`src/rtl/br_pkg.sv`:
```
package br_pkg;
  localparam int BR_XLEN = 32;
  localparam int BR_LI_W = 24;
  localparam int BR_BD_W = 14;

  typedef enum logic [1:0] {
    BK_UNCOND = 2'd0,
    BK_COND   = 2'd1,
    BK_REG    = 2'd2,
    BK_RSVD   = 2'd3
  } br_kind_e;
endpackage

```
`src/rtl/br_target_calc.sv`:
```
module br_target_calc
  import br_pkg::*;
#(
  parameter int XLEN = BR_XLEN,
  parameter int LI_W = BR_LI_W,
  parameter int BD_W = BR_BD_W
) (
  input  br_kind_e          kind,
  input  logic [LI_W-1:0]   li,
  input  logic [BD_W-1:0]   bd,
  input  logic              abs_sel,
  input  logic [XLEN-1:0]   pc,
  input  logic [XLEN-1:0]   tgt_reg,
  output logic [XLEN-1:0]   tgt_addr,
  output logic [XLEN-1:0]   seq_pc
);
  localparam int LI_PAD = XLEN - LI_W - 2;
  localparam int BD_PAD = XLEN - BD_W - 2;
  localparam logic [XLEN-1:0] ALIGN_MASK = ~XLEN'(3);

  function automatic logic [XLEN-1:0] ext_long(input logic [LI_W-1:0] f);
    return {{LI_PAD{f[LI_W-1]}}, f, 2'b00};
  endfunction

  function automatic logic [XLEN-1:0] ext_short(input logic [BD_W-1:0] f);
    return {{BD_PAD{f[BD_W-1]}}, f, 2'b00};
  endfunction

  function automatic logic [XLEN-1:0] place(input logic a,
                                             input logic [XLEN-1:0] base,
                                             input logic [XLEN-1:0] off);
    return a ? off : base + off;
  endfunction

  logic [XLEN-1:0] off_long, off_short;
  assign off_long  = ext_long(li);
  assign off_short = ext_short(bd);
  assign seq_pc    = pc + XLEN'(4);

  always_comb begin
    unique case (kind)
      BK_UNCOND: tgt_addr = place(abs_sel, pc, off_long);
      BK_COND:   tgt_addr = place(abs_sel, pc, off_short);
      BK_REG:    tgt_addr = tgt_reg & ALIGN_MASK;
      default:   tgt_addr = seq_pc;
    endcase
  end
endmodule

```
`src/rtl/br_cond_eval.sv`:
```
module br_cond_eval
  import br_pkg::*;
#(
  parameter int XLEN = BR_XLEN
) (
  input  br_kind_e         kind,
  input  logic [4:0]       bo,
  input  logic [4:0]       bi,
  input  logic [XLEN-1:0]  cr,
  input  logic [XLEN-1:0]  ctr,
  output logic             is_cond,
  output logic             cnt_ok,
  output logic             cond_ok,
  output logic             ctr_wr,
  output logic [XLEN-1:0]  ctr_new
);
  function automatic logic cr_pick(input logic [XLEN-1:0] r, input logic [4:0] sel);
    return r[(XLEN-1) - int'(sel)];
  endfunction

  function automatic logic count_gate(input logic skip, input logic want_zero,
                                      input logic [XLEN-1:0] nv);
    if (skip) return 1'b1;
    return want_zero ? (nv == '0) : (nv != '0);
  endfunction

  logic no_dec, want_zero, no_cr, cr_sense;
  assign no_dec    = bo[2];
  assign want_zero = bo[1];
  assign no_cr     = bo[4];
  assign cr_sense  = bo[3];

  assign is_cond = (kind == BK_COND) || (kind == BK_REG);
  assign ctr_wr  = is_cond && !no_dec;
  assign ctr_new = ctr_wr ? ctr - XLEN'(1) : ctr;
  assign cnt_ok  = count_gate(no_dec, want_zero, ctr_new);
  assign cond_ok = no_cr || (cr_pick(cr, bi) == cr_sense);
endmodule

```
`src/rtl/br_result_reg.sv`:
```
module br_result_reg
  import br_pkg::*;
#(
  parameter int XLEN = BR_XLEN
) (
  input  logic             clk,
  input  logic             rst_n,
  input  logic             load,
  input  logic             taken_d,
  input  logic [XLEN-1:0]  npc_d,
  input  logic [XLEN-1:0]  ctr_d,
  input  logic             ctr_we_d,
  output logic             vld_q,
  output logic             taken_q,
  output logic [XLEN-1:0]  npc_q,
  output logic [XLEN-1:0]  ctr_q,
  output logic             ctr_we_q
);
  always_ff @(posedge clk) begin
    if (!rst_n) begin
      vld_q    <= 1'b0;
      taken_q  <= 1'b0;
      npc_q    <= '0;
      ctr_q    <= '0;
      ctr_we_q <= 1'b0;
    end else begin
      vld_q    <= load;
      ctr_we_q <= load && ctr_we_d;
      if (load) begin
        taken_q <= taken_d;
        npc_q   <= npc_d;
        ctr_q   <= ctr_d;
      end
    end
  end
endmodule

```
`src/rtl/br_resolve.sv`:
```
module br_resolve
  import br_pkg::*;
#(
  parameter int XLEN = BR_XLEN,
  parameter int LI_W = BR_LI_W,
  parameter int BD_W = BR_BD_W
) (
  input  logic             clk,
  input  logic             rst_n,
  input  logic             valid_i,
  input  logic [1:0]       kind_i,
  input  logic [LI_W-1:0]  li_i,
  input  logic [BD_W-1:0]  bd_i,
  input  logic [4:0]       bo_i,
  input  logic [4:0]       bi_i,
  input  logic             abs_i,
  input  logic [XLEN-1:0]  pc_i,
  input  logic [XLEN-1:0]  tgt_reg_i,
  input  logic [XLEN-1:0]  cr_i,
  input  logic [XLEN-1:0]  ctr_i,
  output logic             res_valid_o,
  output logic             taken_o,
  output logic [XLEN-1:0]  next_pc_o,
  output logic [XLEN-1:0]  ctr_o,
  output logic             ctr_we_o
);
  br_kind_e        kind;
  logic [XLEN-1:0] tgt_addr, seq_pc, ctr_new, npc_d;
  logic            is_cond, cnt_ok, cond_ok, ctr_wr, taken_d;

  assign kind = br_kind_e'(kind_i);

  br_target_calc #(.XLEN(XLEN), .LI_W(LI_W), .BD_W(BD_W)) u_tgt (
    .kind(kind), .li(li_i), .bd(bd_i), .abs_sel(abs_i), .pc(pc_i),
    .tgt_reg(tgt_reg_i), .tgt_addr(tgt_addr), .seq_pc(seq_pc)
  );

  br_cond_eval #(.XLEN(XLEN)) u_cond (
    .kind(kind), .bo(bo_i), .bi(bi_i), .cr(cr_i), .ctr(ctr_i),
    .is_cond(is_cond), .cnt_ok(cnt_ok), .cond_ok(cond_ok),
    .ctr_wr(ctr_wr), .ctr_new(ctr_new)
  );

  assign taken_d = (kind == BK_UNCOND) || (is_cond && cnt_ok && cond_ok);
  assign npc_d   = taken_d ? tgt_addr : seq_pc;

  br_result_reg #(.XLEN(XLEN)) u_out (
    .clk(clk), .rst_n(rst_n), .load(valid_i),
    .taken_d(taken_d), .npc_d(npc_d), .ctr_d(ctr_new), .ctr_we_d(ctr_wr),
    .vld_q(res_valid_o), .taken_q(taken_o), .npc_q(next_pc_o),
    .ctr_q(ctr_o), .ctr_we_q(ctr_we_o)
  );
endmodule

```
`config.mk`:
```
export PLATFORM = sky130hd
export DESIGN_NAME = br_resolve
export DESIGN_NICKNAME = d
export VERILOG_FILES = /design/src/rtl/br_pkg.sv /design/src/rtl/br_target_calc.sv /design/src/rtl/br_cond_eval.sv /design/src/rtl/br_result_reg.sv /design/src/rtl/br_resolve.sv
export SDC_FILE = /design/constraint.sdc
export NUM_CORES = 1
export LEC_CHECK = 0
export BUFFER_PORTS_ARGS = -buffer_cell sky130_fd_sc_hd__buf_2
export CAP_MARGIN = 10
export CORE_MARGIN = 4
export CORE_UTILIZATION = 48
export CTS_BUF_LIST = sky130_fd_sc_hd__clkbuf_8 sky130_fd_sc_hd__clkbuf_16
export CTS_CLUSTER_SIZE = 10
export DETAILED_ROUTE_END_ITERATION = 8
export GPL_ROUTABILITY_DRIVEN = 0
export GPL_TIMING_DRIVEN = 0
export HOLD_SLACK_MARGIN = 0.12
export PLACE_DENSITY_LB_ADDON = 0.25
export RECOVER_POWER = 100
export SLEW_MARGIN = 20
export SYNTH_ARGS = -nofsm -noshare
export SYNTH_HDL_FRONTEND = slang
export SYNTH_SLANG_ARGS = --single-unit
export TNS_END_PERCENT = 5
```
`constraint.sdc`:
```
create_clock -name clk -period 3.22 [get_ports clk]
set_input_delay 0 -clock clk [delete_from_list [all_inputs] [get_ports clk]]
set_output_delay 0 -clock clk [all_outputs]
set_load 0.03 [all_outputs]
```
## Yosys cells after proc, flatten, opt, wreduce, memory -nomap -nowiden

Index checks and enable logic that the tools add are counted.

| cells by class | value |
|---|---|
| $add $sub $neg | 5 |
| order comparisons | 1 |
| equal/unequal tests | 3 |
| mux-type cells | 12 |
| reduce and logical (&&, ||, !) cells | 11 |

Operator list:

| kind | number |
|---|---|
| 32-bit 2-to-1 mux | 4 |
| 32-bit case mux with 3 select lines | 1 |
| 32-bit adder | 2 |
| 32-bit by 3-bit adder with 32-bit output (second input constant) | 1 |
| 32-bit zero test | 1 |
| 32-bit by 7-bit < comparator with 1-bit output (second input constant) | 1 |
| 32-bit nonzero test | 1 |
| 32-bit by 1-bit subtractor with 32-bit output (second input constant) | 1 |
| 1-bit 2-to-1 mux | 6 |
| 5-bit by 5-bit subtractor with 6-bit output (first input constant) | 1 |
| 1-bit binary-select mux with 5-bit select | 1 |
| 1-bit logical AND | 4 |
| 1-bit logical OR | 3 |
| 2-bit by 1-bit == test with 1-bit output (second input constant) | 1 |
| 2-bit == test (second input constant) | 1 |
| 2-bit zero test | 1 |
| 1-bit == test | 1 |
| 1-bit zero test | 1 |

| word-level totals | value |
|---|---|
| bits in registers | 67 |
| output and inout bits | 67 |
| word-level logic and storage cells | 37 |

## Longest topological paths before layout

| logic depth | value |
|---|---|
| depth in word-level cells | 11 |
| gate-level depth with buffers | 16 |

## By module

A second synthesis with hierarchy kept.

| unflattened totals | value |
|---|---|
| cell total of the unflattened synthesis | 1,120 |
| area, all modules | 9,198.8 um^2 |

By module, submodules not included:

| module | instances | cells each | area each (um^2) |
|---|---|---|---|
| br_target_calc | 1 | 707 | 4,817.1 |
| br_result_reg | 1 | 214 | 2,551.2 |
| br_cond_eval | 1 | 161 | 1,298.7 |
| br_resolve | 1 | 38 | 531.8 |

## Worst setup path before layout

Ideal clock, no wire load.

| timing path | value |
|---|---|
| path type | input -> register |
| start | input kind_i[0] |
| end | register u_out.npc_q[25] |
| library setup time | 0.128 ns |
| arrival time | 3.032 ns |
| setup slack | 0.060 ns |
| cell stages on the path | 15 |
| buffers on the path | 3 |
| cell sequence | inv_1 > ha_1 > nor3b_1 > clkbuf_1 > nand4_1 > or4_1 > nand4_1 > nor4_2 > and3_1 > a2111oi_2 > buf_4 > buf_4 > nand2_1 > a221oi_1 > a21oi_1 |

| on the way | value |
|---|---|
| word-level cells in the longest chain between the ends | 11 |
| elaborated cells on any way between the ends | 15 |

Ends and longest elaborated chain:

| what | RTL line | source |
|---|---|---|
| from (decl) | br_resolve.sv:11 | `input logic [1:0] kind_i,` |
| 2-bit by 1-bit == test with 1-bit output / 2-bit == test (equally long branches) | br_target_calc.sv:41, br_cond_eval.sv:33 |  |
| 1-bit logical OR | br_cond_eval.sv:33 | `assign is_cond = (kind == BK_COND) \|\| (kind == BK_REG);` |
| 1-bit logical AND | br_cond_eval.sv:34 | `assign ctr_wr = is_cond && !no_dec;` |
| 32-bit 2-to-1 mux | br_cond_eval.sv:35 | `assign ctr_new = ctr_wr ? ctr - XLEN'(1) : ctr;` |
| 32-bit nonzero test / 32-bit zero test (equally long branches) | br_cond_eval.sv:24 | `return want_zero ? (nv == '0) : (nv != '0);` |
| 1-bit 2-to-1 mux (2 in a row) | br_cond_eval.sv:24 |  |
| 1-bit logical AND (2 in a row) | br_resolve.sv:44 | `assign taken_d = (kind == BK_UNCOND) \|\| (is_cond && cnt_ok && cond_ok);` |
| 1-bit logical OR | br_resolve.sv:44 |  |
| 32-bit 2-to-1 mux (*) | br_resolve.sv:45 | `assign npc_d = taken_d ? tgt_addr : seq_pc;` |
| to (signal assigned) | br_result_reg.sv:31 | `npc_q <= npc_d;` |
| to (decl) | br_result_reg.sv:15 | `output logic [XLEN-1:0] npc_q,` |

Mark *: on every way between the ends. The rest lies on a longest branch, timed or not.
A chain may end at the register's enable or synchronous reset.

## Worst setup path after layout

| timing path | value |
|---|---|
| start | input kind_i[0] |
| end | register u_out.npc_q[28] |

Same word-level chain as after synthesis.

==> impl_metrics.json <==
{
  "core.rowCount": 47,
  "finalHoldViolations": 0,
  "finalCritPeriodShare_pct": 98.5,
  "io_buffer_count": 239,
  "synth_area_leaders": "dfxtp_1 17%, ha_1 9.9%, o21ai_0 5.5%, xnor2_1 5.2%, nand2_1 4.8%",
  "synthArstFlopShare_pct": 0,
  "ios": 249,
  "die-width_um": 138,
  "vias": 10400,
  "drv_cap": 0,
  "crit_required_ps": 3490,
  "root_buffer": "clkbuf_16",
  "grt.total_usage_pct": 34.6,
  "worst_slew_margin_rel_pct": 20.1,
  "first_pass_iters": 8,
  "netlist_instances": 1090,
  "wire_per_inst_um": 21.1,
  "ys_ff_latch": 67,
  "synth.distinct_cells": 75,
  "synth_edf_count": 0,
  "cts_inserted_buffers": 9,
  "clk_path_buf_depth": 2,
  "rsz0062_at_grt": "yes",
  "grt-ovfl-total": 0,
  "synth_warnings": 0,
  "drc_errors": 0,
  "yosys.area.top_type_share_pct": 16.7,
  "hold_path_class": "in2reg",
  "synth_top_area_cell": "dfxtp_1",
  "dpl_cell_area_mm2": 0.00953,
  "die-area_mm2": 0.0189,
  "worst_pin_slew_ps": 1190,
  "synth.avg_cell_area_um2": 7.39,
  "core_mm2": 0.0165,
  "seq_area_frac_synth_pct": 16.7,
  "slew_violations": 0,
  "cts-htree-levels": 3,
  "fmax_mhz": 315,
  "synthToLayoutAreaGrowth_pct": 31.1,
  "grt_pass1_vias": 9847,
  "hold_slack_ps": 123,
  "initial_utilization_pct": 48.7,
  "startpoint_type": "input port",
  "r2r_setup_slack_ps": 1900,
  "dpl_worst_slack_ps": -912,
  "crit_type": "in2reg",
  "fin_util_pct": 63.9,
  "cp.arrival_ps": 3450,
  "clkTransAtPathRegs_ps": 60,
  "setup_ws_ps": 48.1,
  "finalWorstPathRequiredPeriod_ps": 3170,
  "synth_flop_cell": "dfxtp_1",
  "insertion_delay_ps": 350,
  "antenna_found_initial": 1,
  "hpwlAfterDp_mm": 25.6,
  "syn_nets": 1338,
  "ir_worst_vdd_mv": 0.272,
  "setup_violations": 0,
  "p_leak_nw": 4.36,
  "ant_nets": 0,
  "chipHeight_um": 138,
  "cts_tree": "yes",
  "synthesis.area_mm2": 0.00806,
  "nets": 1649,
  "grt_max_degree": 21,
  "outcome": "completed",
  "drt_wl_total_mm": 34.3,
  "design_area_mm2": 0.0106,
  "vias_per_cell": 6.37,
  "first_iter_violations": 1040,
  "grt_first_pass_wirelength_mm": 51.2,
  "power_density_mw_per_mm2": 341,
  "clock_sinks": 67,
  "finClkSkew_ps": 0,
  "nFillCells": 1534,
  "path_max_fanout": 7,
  "endpoint_kind": "register",
  "finalPower_mw": 3.60,
  "drive_above_1_share_pct": 18.3
}
==> cell families (layout without fill, tap and decap cells) <==
| group | Yosys count | count (layout) | share of synthesized area, % |
|---|---|---|---|
| adders and majority gates | 66 | 66 | 10.4 |
| buffers and inverters | 91 | 407 | 4.52 |
| muxes | 22 | 22 | 3.65 |
| and+or+nand+nor | 391 | 391 | 24.3 |
| other | 0 | 1 | 0 |
| DFF | 67 | 67 | 16.7 |
| xor gates and xnor gates | 88 | 88 | 9.57 |
| AOI/OAI and AO/OA | 365 | 365 | 30.9 |
==> layer usage <==
| layer | up-vias | wire, µm | GRT usage (%) |
|---|---|---|---|
| met5 | - | 13 | 0 |
| li1 | 4760 | - | - |
| met1 | 4795 | 13100 | 43.3 |
| met3 | 155 | 3640 | 7.12 |
| met4 | 2 | 1770 | 16.5 |
| met2 | 653 | 15700 | 56.8 |
==> report_power, final <==
part           total [mW]  internal [mW]  switching [mW]
Sequential          0.941          0.896          0.0447
Combinational        1.59          0.620           0.968
Clock                1.08          0.614           0.461
==> path summary, 6_finish.rpt <==
path,startpoint,endpoint,cells after the start
setup / recovery,kind_i[0],u_out.npc_q[28]$_SDFFE_PN0P_,17
hold / removal,tgt_reg_i[14],u_out.npc_q[14]$_SDFFE_PN0P_,4
setup reg to reg,u_out.ctr_q[25]$_SDFFE_PN0P_,u_out.ctr_q[25]$_SDFFE_PN0P_,3
hold reg to reg,u_out.npc_q[24]$_SDFFE_PN0P_,u_out.npc_q[24]$_SDFFE_PN0P_,1
==> stage by stage <==
step / TNS (ps) / instances
2_1_floorplan: 0 / 1090
3_3_place_gp: -23980 / 1549
3_5_place_dp: -26270 / 1549
4_1_cts: 0 / 1624
5_1_grt: -532 / 1626
6_report: 0 / 1627
==> worst max-delay path, cell delays in order <==
cell       delay, ps
buf_2            120
inv_2             60
ha_4             290
nor3b_4          230
buf_6            150
nand4_1          150
buf_6            210
or4_1            520
nand4_1          210
nor4_4            50
and3_1           200
a2111oi_4        420
buf_6            190
buf_6            120
nor2_1            40
or3_1            340
o21ai_1          130
==> timing repair <==
action                                  in CTS  in global routing
hold endpoints to repair                    43                  0
setup buffers                                8                  3
pin swaps                                    7                  8
endpoints found under the setup margin      32                 33
gates resized for setup                     18                 27
hold buffers                                53                  0
==> cells in the mapped netlist, drive strengths merged, types with 7 or more instances <==
| library cell | instances |
|---|---|
| nand2 | 104 |
| or3 | 17 |
| a222oi | 9 |
| buf | 11 |
| nand4 | 17 |
| nor2b | 10 |
| xor2 | 40 |
| nand3b | 7 |
| a211oi | 35 |
| a22oi | 8 |
| o21ai | 92 |
| clkbuf | 50 |
| mux2i | 8 |
| mux2 | 9 |
| nand3 | 27 |
| nor2 | 92 |
| and3 | 17 |
| a311oi | 12 |
| or4 | 8 |
| a31oi | 18 |
| xnor2 | 48 |
| ha | 64 |
| o21bai | 8 |
| dfxtp | 67 |
| a21o | 28 |
| inv | 30 |
| a22o | 7 |
| a221oi | 10 |
| nor4 | 16 |
| a21oi | 65 |
| and2 | 10 |
| o31ai | 8 |
| nor3 | 34 |
| nand2b | 16 |
==> final cells by class <==
cell class / count / area, µm² / share of cell area [%]
diodes: 1 / 2.50 / 0.0237
plain buffers: 58 / 253 / 2.39
clock buffers: 9 / 225 / 2.13
clock inverters: 7 / 83.8 / 0.794
inverters: 30 / 113 / 1.07
multi-input cells: 932 / 6520 / 61.7
flip-flops and latches: 67 / 1340 / 12.7
well taps: 220 / 275 / 2.61
repair buffers: 303 / 1750 / 16.6
==> registers in the layout, summed over array words and instances, names as in the netlist <==
name / count
u_out.vld_q: 1
u_out.taken_q: 1
u_out.ctr_q: 32
u_out.npc_q: 32
u_out.ctr_we_q: 1
==> placed cells by master, fill, tap and decap left out, drive strengths merged, types with 7 or more instances in the layout <==
master,netlist,routed
a222oi,9,9
o31ai,8,8
ha,64,64
a22o,7,7
a221oi,10,10
nor2b,10,10
buf,11,189
a311oi,12,12
nand4,17,17
dfxtp,67,67
a21o,28,28
or4,8,8
a31oi,18,18
nand3,27,27
nor2,92,92
a21oi,65,65
nand2b,16,16
o21ai,92,92
a22oi,8,8
a211oi,35,35
and3,17,17
mux2i,8,8
nand3b,7,7
dlygate4sd3,0,53
xor2,40,40
xnor2,48,48
o21bai,8,8
nor4,16,16
clkbuf,50,128
mux2,9,9
or3,17,17
nand2,104,104
nor3,34,34
inv,30,33
and2,10,10
No activity file was read; power rests on OpenSTA's default activity.
